--- config.mk ---
export PLATFORM = sky130hd
export DESIGN_NAME = bmr_regfile
export DESIGN_NICKNAME = d
export VERILOG_FILES = /design/src/rtl/bmr_pkg.sv /design/src/rtl/bmr_chan_regs.sv /design/src/rtl/bmr_rd_mux.sv /design/src/rtl/bmr_regfile.sv
export SDC_FILE = /design/constraint.sdc
export NUM_CORES = 1
export LEC_CHECK = 0
export ABC_AREA = 0
export BUFFER_PORTS_ARGS = -buffer_cell sky130_fd_sc_hd__buf_2
export CORE_MARGIN = 2
export CORE_UTILIZATION = 38
export DETAILED_ROUTE_END_ITERATION = 6
export HOLD_SLACK_MARGIN = 0.12
export SLEW_MARGIN = 20
export SYNTH_ARGS = -nofsm -noshare
export SYNTH_HDL_FRONTEND = slang
export SYNTH_SLANG_ARGS = --single-unit
export TNS_END_PERCENT = 50
--- constraint.sdc ---
create_clock -name clk -period 2.59 [get_ports clk]
set_input_delay 0.518 -clock clk [delete_from_list [all_inputs] [get_ports clk]]
set_output_delay 0.518 -clock clk [all_outputs]
set_load 0.02 [all_outputs]
--- src/rtl/bmr_pkg.sv ---
package bmr_pkg;
   localparam int WIN_BYTES   = 8;
   localparam int DESC_BITS   = 32;
   localparam int LANES       = DESC_BITS / 8;
   localparam logic [1:0] OFF_CTRL = 2'd0;
   localparam logic [1:0] OFF_STAT = 2'd2;
   localparam logic [7:0] CTRL_KEEP   = 8'h09;
   localparam logic [7:0] PAD_BYTE    = 8'hFF;
   localparam int BIT_START = 0;
   localparam int BIT_DIR   = 3;
   localparam int BIT_ACT   = 0;
   localparam int BIT_ERR   = 1;
   localparam int BIT_IRQ   = 2;
   localparam int BIT_RW_LO = 5;
   localparam int BIT_RW_HI = 6;
endpackage

--- src/rtl/bmr_chan_regs.sv ---
module bmr_chan_regs
   import bmr_pkg::*;
#(
   parameter int ALIGN_BITS = 2
) (
   input  logic             clk,
   input  logic             rst_n,
   input  logic             wr_ctrl,
   input  logic             wr_stat,
   input  logic [LANES-1:0] wr_desc,
   input  logic [7:0]       wdata,
   input  logic             err_set,
   input  logic             irq_set,
   output logic [7:0]       ctrl_q,
   output logic [7:0]       stat_q,
   output logic [DESC_BITS-1:0] desc_q
);
   if (ALIGN_BITS < 0 || ALIGN_BITS > 7) begin : g_bad_align
      $error("ALIGN_BITS must be 0..7");
   end

   logic       start_r, dir_r, err_r, irq_r;
   logic [1:0] drv_r;

   always_ff @(posedge clk or negedge rst_n) begin
      if (!rst_n) begin
         start_r <= 1'b0;
         dir_r   <= 1'b0;
      end else if (wr_ctrl) begin
         start_r <= wdata[BIT_START];
         dir_r   <= wdata[BIT_DIR];
      end
   end

   always_ff @(posedge clk or negedge rst_n) begin
      if (!rst_n) begin
         err_r <= 1'b0;
         irq_r <= 1'b0;
         drv_r <= 2'b00;
      end else begin
         if (err_set)
            err_r <= 1'b1;
         else if (wr_stat && wdata[BIT_ERR])
            err_r <= 1'b0;
         if (irq_set)
            irq_r <= 1'b1;
         else if (wr_stat && wdata[BIT_IRQ])
            irq_r <= 1'b0;
         if (wr_stat)
            drv_r <= wdata[BIT_RW_HI:BIT_RW_LO];
      end
   end

   always_comb begin
      ctrl_q = '0;
      ctrl_q[BIT_START] = start_r;
      ctrl_q[BIT_DIR]   = dir_r;
      stat_q = '0;
      stat_q[BIT_ACT]   = start_r;
      stat_q[BIT_ERR]   = err_r;
      stat_q[BIT_IRQ]   = irq_r;
      stat_q[BIT_RW_HI:BIT_RW_LO] = drv_r;
   end

   for (genvar l = 0; l < LANES; l++) begin : g_lane
      if (l == 0 && ALIGN_BITS > 0) begin : g_aligned
         logic [7-ALIGN_BITS:0] hi_r;
         always_ff @(posedge clk or negedge rst_n) begin
            if (!rst_n)          hi_r <= '0;
            else if (wr_desc[l]) hi_r <= wdata[7:ALIGN_BITS];
         end
         assign desc_q[7:0] = {hi_r, {ALIGN_BITS{1'b0}}};
      end else begin : g_full
         logic [7:0] byte_r;
         always_ff @(posedge clk or negedge rst_n) begin
            if (!rst_n)          byte_r <= '0;
            else if (wr_desc[l]) byte_r <= wdata;
         end
         assign desc_q[l*8 +: 8] = byte_r;
      end

      a_r8_lane_only: assert property (@(posedge clk) disable iff (!rst_n)
         !wr_desc[l] |=> $stable(desc_q[l*8 +: 8]));
   end

   a_r3_start_to_active: assert property (@(posedge clk) disable iff (!rst_n)
      wr_ctrl |=> stat_q[BIT_ACT] == $past(wdata[BIT_START]));
   a_r4_stat_keeps_active: assert property (@(posedge clk) disable iff (!rst_n)
      (wr_stat && !wr_ctrl) |=> $stable(stat_q[BIT_ACT]));
   a_r9_err_set_wins: assert property (@(posedge clk) disable iff (!rst_n)
      err_set |=> stat_q[BIT_ERR]);
   a_r9_irq_set_wins: assert property (@(posedge clk) disable iff (!rst_n)
      irq_set |=> stat_q[BIT_IRQ]);
   a_r5_err_clear: assert property (@(posedge clk) disable iff (!rst_n)
      (wr_stat && wdata[BIT_ERR] && !err_set) |=> !stat_q[BIT_ERR]);
   a_r5_irq_keep: assert property (@(posedge clk) disable iff (!rst_n)
      (wr_stat && !wdata[BIT_IRQ] && !irq_set) |=> $stable(stat_q[BIT_IRQ]));
endmodule

--- src/rtl/bmr_rd_mux.sv ---
module bmr_rd_mux
   import bmr_pkg::*;
#(
   parameter int NUM_CH = 2,
   parameter int ADDR_W = 4
) (
   input  logic                        rd_en,
   input  logic [ADDR_W-1:0]           addr,
   input  logic [NUM_CH*8-1:0]         ctrl_i,
   input  logic [NUM_CH*8-1:0]         stat_i,
   input  logic [NUM_CH*DESC_BITS-1:0] desc_i,
   output logic [7:0]                  rdata_o
);
   localparam int IDX_W = ADDR_W - 3;

   logic [IDX_W-1:0] win;
   logic [2:0]       off;

   assign win = addr[ADDR_W-1:3];
   assign off = addr[2:0];

   always_comb begin
      rdata_o = PAD_BYTE;
      for (int c = 0; c < NUM_CH; c++) begin
         if (win == IDX_W'(c)) begin
            if (off[2]) begin
               rdata_o = desc_i[c*DESC_BITS + int'({off[1:0], 3'b000}) +: 8];
            end else begin
               case (off[1:0])
                  OFF_CTRL: rdata_o = ctrl_i[c*8 +: 8];
                  OFF_STAT: rdata_o = stat_i[c*8 +: 8];
                  default:  rdata_o = PAD_BYTE;
               endcase
            end
         end
      end
      if (!rd_en) rdata_o = 8'h00;
   end
endmodule

--- src/rtl/bmr_regfile.sv ---
module bmr_regfile
   import bmr_pkg::*;
#(
   parameter int NUM_CH     = 2,
   parameter int ADDR_W     = 4,
   parameter int ALIGN_BITS = 2
) (
   input  logic                        clk,
   input  logic                        rst_n,
   input  logic [ADDR_W-1:0]           io_addr,
   input  logic                        io_wr,
   input  logic                        io_rd,
   input  logic [7:0]                  io_wdata,
   output logic [7:0]                  io_rdata,
   input  logic [NUM_CH-1:0]           ev_err_set,
   input  logic [NUM_CH-1:0]           ev_irq_set,
   output logic [NUM_CH-1:0]           ch_start,
   output logic [NUM_CH-1:0]           ch_dir,
   output logic [NUM_CH*DESC_BITS-1:0] ch_desc_base
);
   localparam int IDX_W = ADDR_W - 3;

   if (NUM_CH < 1) begin : g_bad_ch
      $error("NUM_CH must be at least 1");
   end
   if (ADDR_W < 4 || (1 << IDX_W) < NUM_CH) begin : g_bad_addr
      $error("ADDR_W too small for NUM_CH windows");
   end

   logic [IDX_W-1:0]        win;
   logic [2:0]              off;
   logic [NUM_CH*8-1:0]     ctrl_all, stat_all;

   assign win = io_addr[ADDR_W-1:3];
   assign off = io_addr[2:0];

   for (genvar c = 0; c < NUM_CH; c++) begin : g_ch
      logic             hit, w_ctrl, w_stat;
      logic [LANES-1:0] w_desc;

      assign hit    = io_wr && (win == IDX_W'(c));
      assign w_ctrl = hit && !off[2] && (off[1:0] == OFF_CTRL);
      assign w_stat = hit && !off[2] && (off[1:0] == OFF_STAT);
      for (genvar l = 0; l < LANES; l++) begin : g_dec
         assign w_desc[l] = hit && off[2] && (off[1:0] == 2'(l));
      end

      bmr_chan_regs #(.ALIGN_BITS(ALIGN_BITS)) u_chan (
         .clk     (clk),
         .rst_n   (rst_n),
         .wr_ctrl (w_ctrl),
         .wr_stat (w_stat),
         .wr_desc (w_desc),
         .wdata   (io_wdata),
         .err_set (ev_err_set[c]),
         .irq_set (ev_irq_set[c]),
         .ctrl_q  (ctrl_all[c*8 +: 8]),
         .stat_q  (stat_all[c*8 +: 8]),
         .desc_q  (ch_desc_base[c*DESC_BITS +: DESC_BITS])
      );

      assign ch_start[c] = ctrl_all[c*8 + BIT_START];
      assign ch_dir[c]   = ctrl_all[c*8 + BIT_DIR];
   end

   bmr_rd_mux #(.NUM_CH(NUM_CH), .ADDR_W(ADDR_W)) u_rd (
      .rd_en   (io_rd),
      .addr    (io_addr),
      .ctrl_i  (ctrl_all),
      .stat_i  (stat_all),
      .desc_i  (ch_desc_base),
      .rdata_o (io_rdata)
   );

   a_r7_pad_reads_ones: assert property (@(posedge clk) disable iff (!rst_n)
      (io_rd && !off[2] && off[0]) |-> io_rdata == PAD_BYTE);
   a_r7_pad_write_ignored: assert property (@(posedge clk) disable iff (!rst_n)
      (io_wr && !off[2] && off[0] && ev_err_set == '0 && ev_irq_set == '0)
      |=> ($stable(ctrl_all) && $stable(stat_all)));
   a_r11_idle_zero: assert property (@(posedge clk) disable iff (!rst_n)
      !io_rd |-> io_rdata == 8'h00);
endmodule

==> results of run 1 <==
-- repair_timing --
item	in CTS	in global routing
hold buffers	0	0
setup endpoints to repair	0	1
gates resized for setup	0	1
-- final timing paths --
kind,cells past startpoint,endpoint
min reg2reg,1,g_ch[1].u_chan.err_r
max in group asynchronous,2,g_ch[0].u_chan.g_lane[3].g_full.byte_r[4]
min,1,g_ch[1].u_chan.g_lane[1].g_full.byte_r[7]
min in group clk,2,g_ch[0].u_chan.err_r
max,6,io_rdata[0]
max reg2reg,1,g_ch[0].u_chan.g_lane[1].g_full.byte_r[4]
-- stage by stage --
step                power, µW   util  area [µm²]
floorplan                2320      -        3650
CTS                      3540  0.480        4450
global route             3690  0.480        4460
global placement         2720  0.461        4280
finish                   3500  0.480        4460
detailed placement       2730  0.461        4280
-- flip-flops by register name (all words and copies together) (netlist names) --
signal / count
g_ch.u_chan.err_r: 2
g_ch.u_chan.dir_r: 2
g_ch.u_chan.g_lane.g_aligned.hi_r: 12
g_ch.u_chan.drv_r: 4
g_ch.u_chan.g_lane.g_full.byte_r: 48
g_ch.u_chan.irq_r: 2
g_ch.u_chan.start_r: 2
-- cell type report --
cell class	count	area, µm²	share of cell area
Tap cell	129	161	0.0362
Inverter	3	11.3	0.00253
Clock inverter	6	35.0	0.00786
Sequential cell	72	1800	0.404
Clock buffer	10	138	0.0309
Multi-Input combinational cell	177	1670	0.375
Timing Repair Buffer	114	641	0.144
-- metal layers --
| metal | global-route usage | wire, µm | up-vias |
|---|---|---|---|
| li1 | - | - | 1212 |
| met1 | 0.278 | 4570 | 1347 |
| met2 | 0.295 | 4410 | 104 |
| met3 | 0.0554 | 681 | 6 |
| met4 | 0.0462 | 62 | 0 |
| met5 | 0 | 0 | - |
-- cells by family after synthesis --
logic type | share of synthesized area
buffers and inverters | 0.0505
flip-flops | 0.495
AO/OA/AOI/OAI | 0.0701
AND/OR/NAND/NOR | 0.0729
multiplexers | 0.310
other | 0.00103
-- synthesized netlist by cell type (all sizes together) --
master   count
and3         1
o22ai        1
mux2i       15
clkbuf       1
a22oi        3
dfrtp       72
nand2b       3
nor3b        2
mux2        77
inv          3
o31a         2
a2bb2oi      1
buf         25
a21o         4
conb         1
o32ai        1
o21ai        7
o211a        3
a2111oi      1
a221oi       5
nand2        9
nand3        6
or3          3
nand3b       4
and3b        2
a21boi       1
o311ai       2
nor2        10
a21oi        2
a311oi       1
nor2b        2
mux4         3
and4         1
nor3         1
-- power by group --
part | leakage (µW) | switching (µW) | total [µW] | internal, µW
clock | 0.0000878 | 428 | 795 | 366
sequential | 0.000869 | 200 | 1570 | 1370
combinational | 0.00119 | 627 | 1130 | 502
total | 0.00215 | 1260 | 3500 | 2240
==> run summary, run 1 <==
### Status
- complete, no violations — run status

### Synthesis
- 0.00364 mm² — Synth Cell Area
- 0.495 — sequential element share of the synthesized area
- 72 — synthesized flop and latch total
- 0 — Synthesis Warnings
- sky130_fd_sc_hd__dfrtp_1 — cell type contributing the most total cell area after synthesis
- 13.2 µm² — Post-Synthesis Mean Instance Area
- 43 — distinct cell type count of the synthesized netlist
- 0.495 — area fraction of the dominant cell type after synthesis
- sky130_fd_sc_hd__dfrtp_1 50%, sky130_fd_sc_hd__mux2_2 20%, sky130_fd_sc_hd__mux2_4 5.0% — Area contributors post-synth
- 275 — count of mapped cells out of synthesis

### Worst setup path
- sky130_fd_sc_hd__mux2_2 — slowest stage cell on the critical path
- sky130_fd_sc_hd__buf_2 — most used cell, CP
- input port — type of origin of the critical path
- buffers and inverters — cell family with the largest share of critical-path delay
- 0.34 ns — stage delay of the slowest cell on the critical path
- buf_2 > buf_4 > mux2_2 > a221oi_1 > o22ai_1 > buf_2 — CP cell instances
- 3 — CP Buf/Inv Count
- 1.89 ns — Arr. time, crit path
- output pin — kind of end point of the critical path
- input port to output pin — critical path class
- g_ch[0].u_chan.g_lane[1].g_full.byte_r[4] — start of the worst register-to-register path
- 1.78 ns — R2R Setup Slk
- io_addr[1] — worst setup path startpoint
- 2.07 ns — required time of the worst setup path
- 7 — largest fanout on the critical path

### Die
- 0.0104 mm² — Die Footprint
- 35 — cell row count
- 102 µm — horizontal die dimension
- 102 µm — floorplan die height
- 0.00928 mm² — Core Area
- 0.392 — initial core utilization
- 96 — I/O pin count

### CTS
- done — CTS tree
- 0 — post-CTS setup buffer count
- 72 — number of sinks driven by the clock tree
- 9 — number of buffers added by the clock tree synthesis step
- 3 — H-tree depth
- 0.34 ns — clock latency at the later pin of the worst-skew pair
- sky130_fd_sc_hd__clkbuf_8 — Root Buffer Master
- 0.07 ns — clock input transition at the sequential cells of the worst setup and hold paths
- 2 — deepest clock path buffer count

### Power and ir drop
- 0.383 mV — maximum vdd drop
- 784 mW/mm² — pwr dens
- 0.00215 µW — leakage dissipation

### GRT
- 0 — number of antenna violations at the first check in global routing
- 0 — sum of overflow across all layers after global routing
- 0.194 — overall track demand over capacity in global routing
- 14.9 mm — global-route wire length before repair
- 38 — maximum number of pins on one net before global-route repair
- 2,678 — vias in the first global route

### STA
- 0 — hold violation count in the final report
- 2.41 ns — Tmin final
- 0.264 ns — worst-case hold slack
- 0.838 ns — transition time of the tightest slew-check pin
- 0.442 — worst slew margin relative to its limit
- 0 ns — setup TNS after final layout
- false — unrepaired setup endpoints after global routing
- 415 MHz — Fmax
- 0.178 ns — slack of the critical path
- 0 — Setup violations, final
- 0.931 — final worst path period share
- 0 — Final Max Slew Viols
- 0 ns — Clock Skew

### Layout
- 0.573 — fraction of layout instances using a drive strength above 1
- 511 — non-filler cells in the finished layout
- 926 — final-layout fill cell count
- 22.5% — synthesis-to-finish area growth
- 397 — net total in the final layout
- 0 — count of inserted antenna diode cells
- sky130_fd_sc_hd__buf_2 — most common library cell in the layout ignoring fill and taps
- 91 x sky130_fd_sc_hd__buf_2, 72 x sky130_fd_sc_hd__dfrtp_1, 64 x sky130_fd_sc_hd__mux2_2 — most frequent cells in the layout

### Placed design
- 0.0632 ns — DP Worst Slack
- 495 — number of instances in the placed design
- 7.25 mm — post-detailed-placement half-perimeter wirelength
- 0.825 — RD Place Congestion
- 91 — Port Buffer Count

### Route
- 2,669 — total via count after detailed routing
- 19.0 µm — WL/cell
- 4 — router iterations before antenna repair
- 9.73 mm — aggregate routed wire length
- 5.22 — via-per-instance ratio
- 115 — violation count after the first detailed-routing iteration
- 0 — DRC violations left
- 0 — post-route ant nets

### Hold path
- input port to async pin — kind of path behind the tightest hold check

### Job
- 0 — number of maximum-capacitance constraint violations

(Power assumes the default switching activity.)
==> run 2: changes to the inputs <==
Settings changed: BUFFER_PORTS_ARGS -buffer_cell sky130_fd_sc_hd__buf_2 to -buffer_cell sky130_fd_sc_hd__buf_4, SKIP_LAST_GASP set to 1.
==> run 2 against run 1 <==
Against the previous run: non-clock buffer count down 11; clock power up 12%; utilization up 1.8 points; final area up 3.7%; die area unchanged; sequential cell count unchanged; critical path depth unchanged; critical path type unchanged; critical endpoint is now io_rdata[3]; highest routed layer unchanged.
==> run summary, run 2 (synthesized netlist as in run 1, its figures left out) <==
### Status
- complete, no violations — run status

### Layout
- 48 — flip-flop count of the largest register after layout
- sky130_fd_sc_hd__buf_4 — most common library cell in the layout ignoring fill and taps
- 500 — non-filler cells in the finished layout
- g_ch.u_chan.g_lane.g_full.byte_r — register name with the most flops
- g_ch.u_chan.g_lane.g_full.byte_r (48), g_ch.u_chan.g_lane.g_aligned.hi_r (12), g_ch.u_chan.drv_r (4) — registers with the highest flip-flop counts
- 0.555 — fraction of layout instances using a drive strength above 1
- 0.00462 mm² — Post-Layout Inst Area
- 27.1% — synthesis-to-finish area growth
- 102 x sky130_fd_sc_hd__buf_4, 72 x sky130_fd_sc_hd__dfrtp_1, 64 x sky130_fd_sc_hd__mux2_2 — most frequent cells in the layout
- 386 — net total in the final layout
- 867 — final-layout fill cell count
- 0 — count of inserted antenna diode cells

### Worst setup path
- input port — type of origin of the critical path
- 14 — largest fanout on the critical path
- 1.85 ns — Arr. time, crit path
- 3 — CP Buf/Inv Count
- sky130_fd_sc_hd__buf_4 — most used cell, CP
- 0.35 ns — stage delay of the slowest cell on the critical path
- buffers and inverters — cell family with the largest share of critical-path delay
- output pin — kind of end point of the critical path
- buf_4 > buf_4 > mux2_2 > o31a_1 > and4_1 > buf_4 — CP cell instances
- input port to output pin — critical path class
- sky130_fd_sc_hd__mux2_2 — slowest stage cell on the critical path
- 2.07 ns — required time of the worst setup path

### CTS
- 0.34 ns — clock latency at the later pin of the worst-skew pair
- 0.08 ns — clock input transition at the sequential cells of the worst setup and hold paths
- 3 — H-tree depth
- 9 — number of buffers added by the clock tree synthesis step
- 72 — number of sinks driven by the clock tree
- 0 — post-CTS setup buffer count
- done — CTS tree
- 0 — post-CTS sizing
- sky130_fd_sc_hd__clkbuf_8 — Root Buffer Master
- 0 — Hold-fix buffers, CTS
- 2 — deepest clock path buffer count

### Die
- 102 µm — horizontal die dimension
- 0.0104 mm² — Die Footprint
- 96 — I/O pin count
- 0.00928 mm² — Core Area
- 35 — cell row count
- 102 µm — floorplan die height
- 0.392 — initial core utilization

### STA
- 2.36 ns — Tmin final
- 0.912 — final worst path period share
- 0 — hold violation count in the final report
- 0.388 — worst slew margin relative to its limit
- 423 MHz — Fmax
- 0 — Setup violations, final
- 0 — Final Max Slew Viols
- 0 ns — Clock Skew
- 0.918 ns — transition time of the tightest slew-check pin
- false — unrepaired setup endpoints after global routing
- 0 ns — setup TNS after final layout

### Power and ir drop
- 0.00216 µW — leakage dissipation
- 3740 µW — Total Power Consumption
- 0.491 mV — maximum vdd drop
- 810 mW/mm² — pwr dens

### GRT
- 0 — sum of overflow across all layers after global routing
- 0 — number of antenna violations at the first check in global routing
- 14.7 mm — global-route wire length before repair
- 73 — maximum number of pins on one net before global-route repair
- 2,618 — vias in the first global route
- 0.192 — overall track demand over capacity in global routing

### Placed design
- 0.808 — RD Place Congestion
- 484 — number of instances in the placed design
- 0.00443 mm² — cell area after placement
- 6.92 mm — post-detailed-placement half-perimeter wirelength
- 91 — Port Buffer Count

### Route
- 0 — post-route ant nets
- 4 — router iterations before antenna repair
- 9.75 mm — aggregate routed wire length
- 2,599 — total via count after detailed routing
- 19.5 µm — WL/cell
- 0 — DRC violations left
- 98 — violation count after the first detailed-routing iteration
- 5.20 — via-per-instance ratio

### Hold path
- input port to async pin — kind of path behind the tightest hold check

### Job
- 0 — number of maximum-capacitance constraint violations

run 2: changes by cell type in the layout (fill, tap and decap cells not counted), sizes merged:
cell	previous run	this run
buf	114	103
bufinv	0	1
clkbuf	10	11
clkinv	4	3
clkinvlp	2	1
run 2: stage by stage:
step                setup slack (ns)  hold WS (ns)  utilization
floorplan                      0.132         0.222            -
global placement               0.251         0.455        0.477
detailed placement             0.223         0.459        0.477
CTS                            0.226         0.333        0.498
global route                   0.143         0.339        0.498
finish                         0.227         0.301        0.498
run 2: path summary, 6_finish.rpt:
| path | start | slack, ns | to | cells past startpoint |
|---|---|---|---|---|
| setup reg to reg | g_ch[0].u_chan.g_lane[1].g_full.byte_r[3] | 1.78 | g_ch[0].u_chan.g_lane[1].g_full.byte_r[3] | 1 |
| hold reg to reg | g_ch[0].u_chan.irq_r | 0.47 | g_ch[0].u_chan.irq_r | 1 |
| min in group clk | ev_err_set[1] | 0.35 | g_ch[1].u_chan.err_r | 2 |
| hold / removal | rst_n | 0.30 | g_ch[1].u_chan.g_lane[2].g_full.byte_r[7] | 1 |
| setup / recovery | io_addr[1] | 0.23 | io_rdata[3] | 6 |
| max in group asynchronous | rst_n | 1.69 | g_ch[1].u_chan.irq_r | 1 |
run 2: cell type report:
class                           instances  area (µm²)  share of cell area
Multi-Input combinational cell        177        1670               0.360
Clock inverter                          5        56.3              0.0122
Inverter                                3        11.3             0.00244
Tap cell                              129         161              0.0349
Sequential cell                        72        1800               0.390
Timing Repair Buffer                  103         786               0.170
Clock buffer                           11         141              0.0306
run 2: metal layers:
metal  GRT usage  share of wire  vias to the layer above
met2       0.299           0.45                       88
met4      0.0574          0.011                        0
li1            -              -                     1187
met1       0.264           0.47                     1313
met3      0.0520          0.066                       11
met5           0              0                        -
run 2: report_power, final:
part	internal (µW)	total, µW	switching, µW	leakage, µW
clock network	470	893	423	0.0000993
registers	1370	1590	218	0.000869
logic	638	1260	622	0.00120
==> run 3: changes to the inputs <==
Settings changed: CORE_UTILIZATION 38 to 55, PLACE_DENSITY set to 0.83, SETUP_SLACK_MARGIN set to 0.2.
==> run 3 against run 2 <==
Against the previous run: register-to-register slack got worse by 0.02 ns; setup slack improved by 0.045 ns; critical path depth fell by 1; final area fell by 0.27%; sequential cell count did not move.
==> run summary, run 3 (synthesized netlist as in run 1, its figures left out) <==
### Die
- 96 — I/O pin count
- 0.00728 mm² — Die Footprint
- 0.00639 mm² — Core Area
- 0.570 — initial core utilization
- 85.4 µm — floorplan die height
- 85.4 µm — horizontal die dimension
- 29 — cell row count

### Worst setup path
- simple AND/OR/NAND/NOR gates — cell family with the largest share of critical-path delay
- g_ch[0].u_chan.start_r — start of the worst register-to-register path
- input port to output pin — critical path class
- output pin — kind of end point of the critical path
- 2 — CP Buf/Inv Count
- 0.55 ns — stage delay of the slowest cell on the critical path
- input port — type of origin of the critical path
- 1.76 ns — R2R Setup Slk
- buf_4 > nor3b_1 > a2bb2oi_1 > and4_1 > buf_4 — CP cell instances
- 1.80 ns — Arr. time, crit path
- g_ch[0].u_chan.start_r — worst reg2reg endpoint
- 2.07 ns — required time of the worst setup path
- sky130_fd_sc_hd__nor3b_1 — slowest stage cell on the critical path
- sky130_fd_sc_hd__buf_4 — most used cell, CP
- 1 — Worst R2R Path Depth
- 32 — largest fanout on the critical path

### Power and ir drop
- 1280 µW — Switching Power
- 0.315 — switching power as a share of total power
- 0.296 — clock group share of total power
- 0.390 — fraction of power consumed by sequential logic
- 4050 µW — Total Power Consumption
- 2770 µW — cell internal power dissipation
- 0.00218 µW — leakage dissipation
- 0.314 — Comb pwr share
- 0.556 mV — maximum vdd drop
- 878 mW/mm² — pwr dens

### Route
- 2,599 — total via count after detailed routing
- 0 — post-route ant nets
- 4 — router iterations before antenna repair
- 204 — violation count after the first detailed-routing iteration
- 5.83 — via-per-instance ratio
- 20.3 µm — WL/cell
- 0 — DRC violations left
- 9.05 mm — aggregate routed wire length

### Placed design
- 91 — Port Buffer Count
- 0.769 — RD Place Congestion
- 6.47 mm — post-detailed-placement half-perimeter wirelength
- 430 — number of instances in the placed design

### GRT
- 0 — sum of overflow across all layers after global routing
- 2,677 — vias in the first global route
- 0.263 — overall track demand over capacity in global routing
- 14.4 mm — global-route wire length before repair
- 0 — number of antenna violations at the first check in global routing
- 73 — maximum number of pins on one net before global-route repair

### STA
- 0.395 — worst slew margin relative to its limit
- 0.907 ns — transition time of the tightest slew-check pin
- 0.285 ns — worst-case hold slack
- 431 MHz — Fmax
- 0 — Final Max Slew Viols
- false — unrepaired setup endpoints after global routing
- 0 — Setup violations, final
- 0 ns — Clock Skew
- 0 — hold violation count in the final report
- 0.895 — final worst path period share
- 0 ns — setup TNS after final layout
- 2.32 ns — Tmin final

### CTS
- 0.08 ns — clock input transition at the sequential cells of the worst setup and hold paths
- 3 — H-tree depth
- done — CTS tree
- 72 — number of sinks driven by the clock tree
- 0.36 ns — clock latency at the later pin of the worst-skew pair
- sky130_fd_sc_hd__clkbuf_8 — Root Buffer Master
- 2 — deepest clock path buffer count
- 9 — number of buffers added by the clock tree synthesis step

### Job
- 0 — number of maximum-capacitance constraint violations

### Layout
- 0 — count of inserted antenna diode cells
- sky130_fd_sc_hd__buf_4 — most common library cell in the layout ignoring fill and taps
- 100 x sky130_fd_sc_hd__buf_4, 72 x sky130_fd_sc_hd__dfrtp_1, 64 x sky130_fd_sc_hd__mux2_2 — most frequent cells in the layout
- 48 — flip-flop count of the largest register after layout
- 441 — final-layout fill cell count
- g_ch.u_chan.g_lane.g_full.byte_r — register name with the most flops
- 0.556 — fraction of layout instances using a drive strength above 1
- 0.722 — share of the core filled with cells
- 446 — non-filler cells in the finished layout
- 384 — net total in the final layout
- 26.7% — synthesis-to-finish area growth
- g_ch.u_chan.g_lane.g_full.byte_r (48), g_ch.u_chan.g_lane.g_aligned.hi_r (12), g_ch.u_chan.drv_r (4) — registers with the highest flip-flop counts

### Status
- complete, no violations — run status

### Hold path
- input port to async pin — kind of path behind the tightest hold check

run 3: cell count changes in the layout (fill, tap and decap cells not counted), sizes merged:
cell    delta
buf        -2
bufinv     +3
clkinv     -3
run 3: final cells by class:
class,instances,area [µm²],share of cell area
clock buffer,11,141,0.0307
clock inverter,5,128,0.0277
inverter,3,11.3,0.00244
multi-input combinational,177,1670,0.362
sequential,72,1800,0.391
tap,77,96.3,0.0209
timing repair buffer,101,762,0.165
run 3: worst max-delay path by stage:
stage,from,to,slack (ns),cells after the start
CTS,io_addr[1],io_rdata[1],0.22,5
finish,io_addr[0],io_rdata[3],0.27,5
global route,io_addr[1],io_rdata[1],0.21,5
floorplan,io_addr[1],io_rdata[7],0.28,5
detailed placement,io_addr[1],io_rdata[1],0.23,5
global placement,io_addr[1],io_rdata[1],0.25,5
run 3: metal layers:
layer | GRT usage | part of all wire | vias up
li1 | - | - | 1185
met1 | 0.356 | 0.43 | 1290
met2 | 0.423 | 0.48 | 114
met3 | 0.0642 | 0.084 | 10
met4 | 0.0779 | 0.010 | 0
met5 | 0 | 0 | -
run 3: power groups by stage:
stage,logic (µW),registers [µW],clock network [µW]
6_report,1270,1580,1200
5_1_grt,1350,1610,1260
4_1_cts,1280,1580,1210
3_5_place_dp,1280,1600,0
3_3_place_gp,1250,1590,0
2_1_floorplan,499,1820,0
run 3: stage by stage:
step,instance area (µm²),worst slack (ns)
6_report,4610,0.272
5_1_grt,4610,0.211
4_1_cts,4610,0.222
3_5_place_dp,4340,0.229
3_3_place_gp,4340,0.249
2_1_floorplan,3660,0.278
run 3: what timing repair did:
item	in CTS	in global routing
endpoints found under the setup margin	0	3
buffers inserted	0	0
hold buffers	0	0
resized for setup	0	1
